<file path="src/rtl/rdk_pkg.sv">
package rdk_pkg;
    typedef enum logic [1:0] {
        DIR_IDLE = 2'd0,
        DIR_UP   = 2'd1,
        DIR_DOWN = 2'd2
    } drift_dir_e;
endpackage

</file>
<file path="src/rtl/rdk_prescaler.sv">
module rdk_prescaler #(
    parameter int TICKS_PER_UNIT = 10
) (
    input  logic clk_i,
    input  logic rst_ni,
    input  logic tick_i,
    output logic unit_o
);
    localparam int CW = (TICKS_PER_UNIT > 1) ? $clog2(TICKS_PER_UNIT) : 1;
    localparam logic [CW-1:0] LAST = CW'(TICKS_PER_UNIT - 1);

    typedef struct packed {
        logic [CW-1:0] phase;
    } pre_state_t;

    pre_state_t st_d, st_q;

    always_comb begin
        st_d   = st_q;
        unit_o = tick_i && (st_q.phase == LAST);
        if (tick_i) begin
            st_d.phase = (st_q.phase == LAST) ? '0 : st_q.phase + CW'(1);
        end
    end

    always_ff @(posedge clk_i or negedge rst_ni) begin
        if (!rst_ni) st_q <= '0;
        else         st_q <= st_d;
    end
endmodule

</file>
<file path="src/rtl/rdk_hold_timer.sv">
module rdk_hold_timer #(
    parameter int SET_W = 8
) (
    input  logic             clk_i,
    input  logic             rst_ni,
    input  logic             unit_i,
    input  logic             touch_i,
    input  logic [SET_W-1:0] hold_set_i,
    output logic             clear_o
);
    typedef struct packed {
        logic [SET_W-1:0] remain;
    } hold_state_t;

    hold_state_t st_d, st_q;

    always_comb begin
        st_d    = st_q;
        clear_o = (st_q.remain == '0);
        if (touch_i) begin
            st_d.remain = hold_set_i;
        end else if (unit_i && (st_q.remain != '0)) begin
            st_d.remain = st_q.remain - SET_W'(1);
        end
    end

    always_ff @(posedge clk_i or negedge rst_ni) begin
        if (!rst_ni) st_q <= '0;
        else         st_q <= st_d;
    end
endmodule

</file>
<file path="src/rtl/rdk_cal_seq.sv">
module rdk_cal_seq #(
    parameter int CAL_BURSTS = 15
) (
    input  logic clk_i,
    input  logic rst_ni,
    input  logic tick_i,
    input  logic req_i,
    output logic busy_o,
    output logic sample_o,
    output logic done_o
);
    localparam int BW = $clog2(CAL_BURSTS + 1);
    localparam logic [BW-1:0] LAST = BW'(CAL_BURSTS - 1);

    typedef struct packed {
        logic          busy;
        logic [BW-1:0] count;
    } cal_state_t;

    cal_state_t st_d, st_q;

    always_comb begin
        st_d     = st_q;
        busy_o   = st_q.busy;
        sample_o = st_q.busy && tick_i;
        done_o   = sample_o && (st_q.count == LAST);
        if (!st_q.busy) begin
            if (req_i) begin
                st_d.busy  = 1'b1;
                st_d.count = '0;
            end
        end else if (tick_i) begin
            if (st_q.count == LAST) begin
                st_d.busy  = 1'b0;
                st_d.count = '0;
            end else begin
                st_d.count = st_q.count + BW'(1);
            end
        end
    end

    always_ff @(posedge clk_i or negedge rst_ni) begin
        if (!rst_ni) st_q <= '{busy: 1'b1, count: '0};
        else         st_q <= st_d;
    end
endmodule

</file>
<file path="src/rtl/rdk_key_lane.sv">
module rdk_key_lane #(
    parameter int SIG_W      = 16,
    parameter int SET_W      = 8,
    parameter int CAL_BURSTS = 15
) (
    input  logic             clk_i,
    input  logic             rst_ni,
    input  logic [SIG_W-1:0] sig_i,
    input  logic             unit_i,
    input  logic             drift_ok_i,
    input  logic [SET_W-1:0] up_set_i,
    input  logic [SET_W-1:0] down_set_i,
    input  logic             sample_i,
    input  logic             done_i,
    output logic [SIG_W-1:0] ref_o
);
    import rdk_pkg::*;

    localparam int ACC_W = SIG_W + $clog2(CAL_BURSTS + 1);

    typedef struct packed {
        logic [SIG_W-1:0] ref_lvl;
        logic [SET_W-1:0] count;
        drift_dir_e       dir;
        logic [ACC_W-1:0] acc;
    } lane_state_t;

    lane_state_t      st_d, st_q;
    logic [ACC_W-1:0] total;
    logic [SET_W-1:0] base;
    logic [SET_W:0]   step;

    always_comb begin
        st_d  = st_q;
        total = st_q.acc + ACC_W'(sig_i);
        base  = '0;
        step  = '0;
        if (done_i) begin
            st_d.ref_lvl = SIG_W'(total / ACC_W'(CAL_BURSTS));
            st_d.acc     = '0;
            st_d.count   = '0;
            st_d.dir     = DIR_IDLE;
        end else begin
            if (sample_i) begin
                st_d.acc = total;
            end
            if (!drift_ok_i) begin
                st_d.count = '0;
                st_d.dir   = DIR_IDLE;
            end else if (unit_i) begin
                if (sig_i > st_q.ref_lvl) begin
                    base     = (st_q.dir == DIR_UP) ? st_q.count : '0;
                    step     = {1'b0, base} + (SET_W+1)'(1);
                    st_d.dir = DIR_UP;
                    if (up_set_i == '0) begin
                        st_d.count = '0;
                    end else if (step >= {1'b0, up_set_i}) begin
                        st_d.ref_lvl = st_q.ref_lvl + SIG_W'(1);
                        st_d.count   = '0;
                    end else begin
                        st_d.count = SET_W'(step);
                    end
                end else if (sig_i < st_q.ref_lvl) begin
                    base     = (st_q.dir == DIR_DOWN) ? st_q.count : '0;
                    step     = {1'b0, base} + (SET_W+1)'(1);
                    st_d.dir = DIR_DOWN;
                    if (down_set_i == '0) begin
                        st_d.count = '0;
                    end else if (step >= {1'b0, down_set_i}) begin
                        st_d.ref_lvl = st_q.ref_lvl - SIG_W'(1);
                        st_d.count   = '0;
                    end else begin
                        st_d.count = SET_W'(step);
                    end
                end else begin
                    st_d.count = '0;
                    st_d.dir   = DIR_IDLE;
                end
            end
        end
    end

    always_ff @(posedge clk_i or negedge rst_ni) begin
        if (!rst_ni) st_q <= '{ref_lvl: '0, count: '0, dir: DIR_IDLE, acc: '0};
        else         st_q <= st_d;
    end

    assign ref_o = st_q.ref_lvl;
endmodule

</file>
<file path="src/rtl/ref_drift_keeper.sv">
module ref_drift_keeper #(
    parameter int NUM_KEYS       = 4,
    parameter int SIG_W          = 16,
    parameter int SET_W          = 8,
    parameter int TICKS_PER_UNIT = 10,
    parameter int CAL_BURSTS     = 15
) (
    input  logic                      clk_i,
    input  logic                      rst_ni,
    input  logic                      tick_i,
    input  logic [NUM_KEYS*SIG_W-1:0] sig_i,
    input  logic                      any_touch_i,
    input  logic [SET_W-1:0]          drift_up_units_i,
    input  logic [SET_W-1:0]          drift_down_units_i,
    input  logic [SET_W-1:0]          hold_units_i,
    input  logic                      cal_wr_i,
    input  logic [7:0]                cal_data_i,
    output logic [NUM_KEYS*SIG_W-1:0] ref_o,
    output logic                      cal_busy_o
);
    logic unit_pulse;
    logic hold_clear;
    logic cal_req;
    logic cal_sample;
    logic cal_done;
    logic drift_ok;

    assign cal_req  = cal_wr_i && (cal_data_i != 8'd0);
    assign drift_ok = !cal_busy_o && hold_clear && !any_touch_i;

    rdk_prescaler #(.TICKS_PER_UNIT(TICKS_PER_UNIT)) u_pre (
        .clk_i  (clk_i),
        .rst_ni (rst_ni),
        .tick_i (tick_i),
        .unit_o (unit_pulse)
    );

    rdk_hold_timer #(.SET_W(SET_W)) u_hold (
        .clk_i      (clk_i),
        .rst_ni     (rst_ni),
        .unit_i     (unit_pulse),
        .touch_i    (any_touch_i),
        .hold_set_i (hold_units_i),
        .clear_o    (hold_clear)
    );

    rdk_cal_seq #(.CAL_BURSTS(CAL_BURSTS)) u_cal (
        .clk_i    (clk_i),
        .rst_ni   (rst_ni),
        .tick_i   (tick_i),
        .req_i    (cal_req),
        .busy_o   (cal_busy_o),
        .sample_o (cal_sample),
        .done_o   (cal_done)
    );

    for (genvar k = 0; k < NUM_KEYS; k++) begin : g_lane
        rdk_key_lane #(
            .SIG_W      (SIG_W),
            .SET_W      (SET_W),
            .CAL_BURSTS (CAL_BURSTS)
        ) u_lane (
            .clk_i      (clk_i),
            .rst_ni     (rst_ni),
            .sig_i      (sig_i[k*SIG_W +: SIG_W]),
            .unit_i     (unit_pulse),
            .drift_ok_i (drift_ok),
            .up_set_i   (drift_up_units_i),
            .down_set_i (drift_down_units_i),
            .sample_i   (cal_sample),
            .done_i     (cal_done),
            .ref_o      (ref_o[k*SIG_W +: SIG_W])
        );
    end
endmodule

</file>
<file path="config.mk">
export PLATFORM = sky130hd
export DESIGN_NAME = ref_drift_keeper
export DESIGN_NICKNAME = d
export VERILOG_FILES = /design/src/rtl/rdk_pkg.sv /design/src/rtl/rdk_prescaler.sv /design/src/rtl/rdk_hold_timer.sv /design/src/rtl/rdk_cal_seq.sv /design/src/rtl/rdk_key_lane.sv /design/src/rtl/ref_drift_keeper.sv
export SDC_FILE = /design/constraint.sdc
export NUM_CORES = 1
export LEC_CHECK = 0
export BUFFER_PORTS_ARGS = -buffer_cell sky130_fd_sc_hd__buf_4
export CAP_MARGIN = 20
export CELL_PAD_IN_SITES_DETAIL_PLACEMENT = 1
export CELL_PAD_IN_SITES_GLOBAL_PLACEMENT = 2
export CORE_UTILIZATION = 25
export DETAILED_ROUTE_END_ITERATION = 7
export GPL_TIMING_DRIVEN = 0
export HOLD_SLACK_MARGIN = 0.06
export PLACE_DENSITY = 0.57
export SLEW_MARGIN = 20
export SYNTH_ARGS = -nofsm -noshare
export SYNTH_HDL_FRONTEND = slang
export SYNTH_SLANG_ARGS = --single-unit
</file>
<file path="constraint.sdc">
create_clock -name clk_i -period 17 [get_ports clk_i]
set_input_delay 0.85 -clock clk_i [delete_from_list [all_inputs] [get_ports clk_i]]
set_output_delay 0.85 -clock clk_i [all_outputs]
set_load 0.02 [all_outputs]
</file>
==> results of run 1 <==
-- metrics by stage --
step / std cells / cell area (sq um) / hold slack [ps]
floorplan: 3744 / 28800 / 453
global placement: 5420 / 31900 / 466
detailed placement: 5426 / 32100 / 476
CTS: 5489 / 33300 / 154
global route: 5489 / 33300 / 177
finish: 5489 / 33300 / 161
-- critical path: cells and delay by family --
kind,cells,cell delay [ps]
AO/OA/AOI/OAI,13,3910
multiplexers,5,2290
adder cells (fa/ha/maj),3,870
AND/OR/NAND/NOR,10,2910
buffers and inverters,2,190
XOR/XNOR,2,340
-- registers in the layout, summed over array words and instances (netlist names) --
name,flops
g_lane.u_lane.st_q,120
g_lane.u_lane.ref_o,64
u_hold.st_q,8
u_cal.st_q,4
u_pre.st_q,4
u_cal.busy_o,1
-- how the worst min path moves through the flow --
| stage | startpoint | to | slack [ps] |
|---|---|---|---|
| after floorplan | g_lane[0].u_lane.st_q[2]$_DFFE_PN0P_ | g_lane[0].u_lane.st_q[2]$_DFFE_PN0P_ | 450 |
| after global placement | g_lane[0].u_lane.st_q[10]$_DFFE_PN0P_ | g_lane[0].u_lane.st_q[10]$_DFFE_PN0P_ | 470 |
| after detailed placement | g_lane[3].u_lane.st_q[11]$_DFFE_PN0P_ | g_lane[3].u_lane.st_q[11]$_DFFE_PN0P_ | 480 |
| after CTS | rst_ni | g_lane[0].u_lane.ref_o[11]$_DFFE_PN0P_ | 150 |
| after global routing | rst_ni | g_lane[0].u_lane.ref_o[11]$_DFFE_PN0P_ | 180 |
| final | rst_ni | g_lane[0].u_lane.ref_o[11]$_DFFE_PN0P_ | 160 |
-- cell type report --
type | instances | area (sq um) | area share, %
multi-input combinational | 3190 | 22200 | 66.6
sequential | 201 | 5030 | 15.1
tap | 1512 | 1890 | 5.68
timing repair buffer | 170 | 1390 | 4.18
clock buffer | 55 | 1060 | 3.19
buffer | 176 | 973 | 2.92
inverter | 177 | 664 | 1.99
clock inverter | 8 | 123 | 0.368
-- layout by cell type, fill, tap and decap left out, drive strengths merged, types with 16 or more instances in the layout --
cell and count:
nor4 25, a31oi 43, o211ai 52, a22oi 26
ha 263, mux2i 46, nand2b 65, o31a 18
or2 28, xor2 85, mux2 20, nand3 115
nand2 340, xnor2 145, o21bai 49, nor2b 52
dfrtp 200, or3 41, and2 65, a21boi 17
a221oi 18, a32oi 16, nor3 97, nand4 50
o31ai 39, o21a 41, o22ai 23, o21ai 310
nor2 287, a211oi 65, and3 40, buf 269
clkbuf 132, o311ai 17, a21o 96, inv 178
a21oi 327
-- routing by layer --
layer / wire (um) / up-vias / track usage (%)
met4: 2560 / 0 / 4.55
met1: 61000 / 14548 / 29.2
met2: 55400 / 391 / 33.6
li1: - / 14377 / -
met3: 3150 / 102 / 1.83
met5: 0 / - / 0
-- cells by family after synthesis --
group / Yosys count / synth area share, %
AOI/OAI and AO/OA: 1356 / 33.1
xor gates and xnor gates: 230 / 7.16
adders and majority gates: 279 / 12.3
buffers and inverters: 353 / 5.65
DFF: 201 / 17.5
muxes: 66 / 2.43
and+or+nand+nor: 1259 / 21.9
==> results.yml, run 1 <==
place:
  gp_congestion: 0.816
  dp_hpwl_um: 98700
  dpl_worst_slack_ps: 5660
  numPortBuffers: 164
floorplan:
  start_util_pct: 25.2
  fp.dieH_um: 341
  dieArea_sq_um: 116000
  core_sq_um: 114000
  io-pin-count: 166
  num_rows: 124
  die_w_um: 341
grt:
  first_global_vias: 29834
  grt_overflow: 0
  track_usage_pct: 20.6
  antenna_found_initial: 7
  grt_pass1_wl_um: 187000
  grt_max_degree: 69
setup_path:
  rrSetupSlack_ps: 6200
  endpoint: "g_lane[0].u_lane.ref_o[0]$_DFFE_PN0P_"
  slowest_stage: "o211ai_1"
  crit_start: "sig_i[0]"
  worst_setup_path_start_kind: "input pin"
  worstSetupPathType: "in -> reg"
  required_ps: 17510
  worstReg2RegStart: "g_lane[0].u_lane.st_q[0]$_DFFE_PN0P_"
  max_stage_delay_ps: 690
  r2r_end: "g_lane[0].u_lane.ref_o[0]$_DFFE_PN0P_"
  worst_ep_arrival_time_ps: 11370
  critPathMaxFanout: 8
  r2r_cells: 34
  cp-end-kind: "flop"
clock_tree:
  cts_sinks: 201
  h-tree-depth: 2
  post_cts_resized: 0
  clock_path_buffers: 3
  postCtsSetupBuffers: 0
  clk_latency_ps: 600
  tritoncts: "done"
  clk_pin_slew_ps: 50
  cts.root.buffer_cell: "clkbuf_16"
  cts_buffers: 36
  hold_buffers: 0
timing:
  period_needed_ps: 10860
  max_clock_freq_ghz: 0.0921
  rsz0062_at_grt: "no"
  setup_viol: 0
  fin_skew_ps: 27.5
  finalHoldViolations: 0
  slew_headroom_pct: 23.1
  tns_ps: 0
  layout_setup_ws_ps: 6140
  tightest_slew_ps: 1140
  drv_slew: 0
  post-route-period-util_pct: 63.9
yosys:
  synthTopCellsByArea: "dfrtp_1 (17%), ha_1 (11%), a21oi_1 (5.5%)"
  async_flop_share_pct: 100
  yosysTopAreaCellShare_pct: 17.4
  ys_warn_count: 0
  yosysSeqAreaShare_pct: 17.5
  yosys-top-cells-count: "nand2_1 (339), a21oi_1 (316), nor2_1 (282)"
  synth_most_common_cell: "nand2_1"
  synth_top_flop_cell: "dfrtp_1"
  ys_ff_latch: 201
  synth_area_leader_cell: "dfrtp_1"
  netlist_instances: 3744
  syn-num-nets: 4116
  syn_area_per_cell_sq_um: 7.69
  yosysUniqueCellTypes: 144
  netlist_area_sq_um: 28800
  synth_edf_count: 0
finish:
  fin_util_pct: 29.2
  nets: 4324
  n_fill_cell: 13863
  drive_gt1_share_pct: 13.1
  n_antenna_cell: 0
  area_delta_synth_final_pct: 15.7
flow_run:
  maxCapViolCount: 0
detailed_routing:
  drt.antenna.violating_nets: 0
  wl_um: 122000
  wl_per_cell_um: 22.2
  drc_errors: 0
  drtPass1Iterations: 7
  detail_route.vias_per_cell: 5.36
  via_count: 29418
  drt-initial-drc-count: 1479
run_status:
  status: "finished, final reports clean"
min_path:
  hold_path.class: "in -> async"
Power of run 1 is not shown: default switching activity piles up to over one toggle a cycle in this logic, so the estimate is an artifact.
==> run 2, diff against run 1 <==
clock period = 11.1 ns   (was 17 ns; I/O delays follow)
==> results.yml, run 2 (synthesis gave the netlist of run 1 again) <==
clock_tree:
  h-tree-depth: 2
  clk_pin_slew_ps: 50
  tritoncts: "done"
  clk_latency_ps: 600
  cts.root.buffer_cell: "clkbuf_16"
  cts_buffers: 36
  cts_sinks: 201
  clock_path_buffers: 3
detailed_routing:
  drt-initial-drc-count: 1427
  drt.antenna.violating_nets: 0
  detail_route.vias_per_cell: 5.36
  wl_um: 122000
  drtPass1Iterations: 7
  drc_errors: 0
  wl_per_cell_um: 22.2
  via_count: 29445
finish:
  nets: 4328
  area_delta_synth_final_pct: 16.1
  n_fill_cell: 13862
  n_antenna_cell: 0
  largest_reg_flops: 120
  drive_gt1_share_pct: 13.4
  final_common_cell: "nand2_1"
  top_register: "g_lane.u_lane.st_q"
  layout_common_cells: "nand2_1 (339), a21oi_1 (315), nor2_1 (281)"
timing:
  drv_slew: 0
  max_clock_freq_ghz: 0.0960
  tightest_slew_ps: 1140
  rsz0062_at_grt: "no"
  post-route-period-util_pct: 93.9
  slew_headroom_pct: 23.5
  period_needed_ps: 10420
  fin_skew_ps: 26.8
  tns_ps: 0
  setup_viol: 0
  finalHoldViolations: 0
floorplan:
  core_sq_um: 114000
  num_rows: 124
  io-pin-count: 166
  dieArea_sq_um: 116000
  fp.dieH_um: 341
  die_w_um: 341
  start_util_pct: 25.2
setup_path:
  max_stage_delay_ps: 530
  critPathMaxFanout: 8
  required_ps: 11610
  worstSetupPathType: "reg -> reg"
  slowest_stage: "a21oi_1"
  worst_setup_path_start_kind: "flop"
  worst_ep_arrival_time_ps: 10930
  cp-end-kind: "flop"
grt:
  first_global_vias: 29834
  grt_pass1_wl_um: 187000
  grt_max_degree: 69
  track_usage_pct: 20.6
  grt_overflow: 0
  antenna_found_initial: 7
run_status:
  status: "finished, final reports clean"
place:
  numPortBuffers: 164
  gp_congestion: 0.816
  dp_hpwl_um: 98700
min_path:
  hold_path.class: "in -> reg"
flow_run:
  maxCapViolCount: 0
## run 2: cell types whose count changed in the layout (fill, tap and decap cells not counted), moves of 2 or more
cell     before  now
mux2i_2       0    3
xnor2_2       4    6
nor3_1       89   87
buf_4       229  232
xnor2_1     141  139
mux2i_1      46   43
## run 2: area by class of cell
cell class | instances | area, sq um | share of cell area (%)
buffer | 176 | 973 | 2.91
clock buffer | 55 | 1060 | 3.18
clock inverter | 8 | 123 | 0.367
inverter | 177 | 664 | 1.99
multi-input combinational | 3190 | 22300 | 66.6
sequential | 201 | 5030 | 15.1
tap | 1512 | 1890 | 5.66
timing repair buffer | 174 | 1420 | 4.26
## run 2: worst max-delay path, delay by kind of cell, from the launching register on
kind	cells	cell delay, ps
compound gates	13	4420
simple gates	11	2470
mux	4	1710
fa+ha+maj	3	700
flops	1	370
xor+xnor	2	340
buf+inv	2	330
## run 2: timing repair
item	4_1_cts	5_1_grt
buffers inserted	0	3
gates resized for setup	0	14
hold buffers	1	0
hold endpoints to repair	41	0
endpoints found under the setup margin	0	4
## run 2: layer usage
metal | share of wire [%] | global-route usage (%)
met1 | 50 | 29.2
met2 | 45 | 33.6
met3 | 2.6 | 1.83
met4 | 2.1 | 4.55
met5 | 0 | 0
## run 2: final timing paths
path,from,end,slack [ps],cells past startpoint
hold / removal,hold_units_i[2],u_hold.st_q[2]$_DFFE_PN0P_,170,3
min in group asynchronous,rst_ni,g_lane[0].u_lane.ref_o[11]$_DFFE_PN0P_,470,2
setup reg to reg,g_lane[0].u_lane.st_q[0]$_DFFE_PN0P_,g_lane[0].u_lane.ref_o[0]$_DFFE_PN0P_,680,35
hold reg to reg,g_lane[3].u_lane.st_q[12]$_DFFE_PN0P_,g_lane[3].u_lane.st_q[12]$_DFFE_PN0P_,480,2
max in group asynchronous,rst_ni,g_lane[3].u_lane.ref_o[1]$_DFFE_PN0P_,9640,4
setup / recovery,g_lane[0].u_lane.st_q[0]$_DFFE_PN0P_,g_lane[0].u_lane.ref_o[0]$_DFFE_PN0P_,680,35
## run 2: per-stage QoR
stage	worst slack (ps)	instance area [sq um]	std cells	hold WS [ps]	util, %
after CTS	352	33300	5490	134	29.2
after global placement	8.56	31900	5420	466	27.9
final	682	33400	5493	173	29.3
after detailed placement	50.7	32100	5426	476	28.1
after global routing	25.1	33400	5493	162	29.3
after floorplan	2050	28800	3744	259	-
Power of run 2 is left out for the same reason.
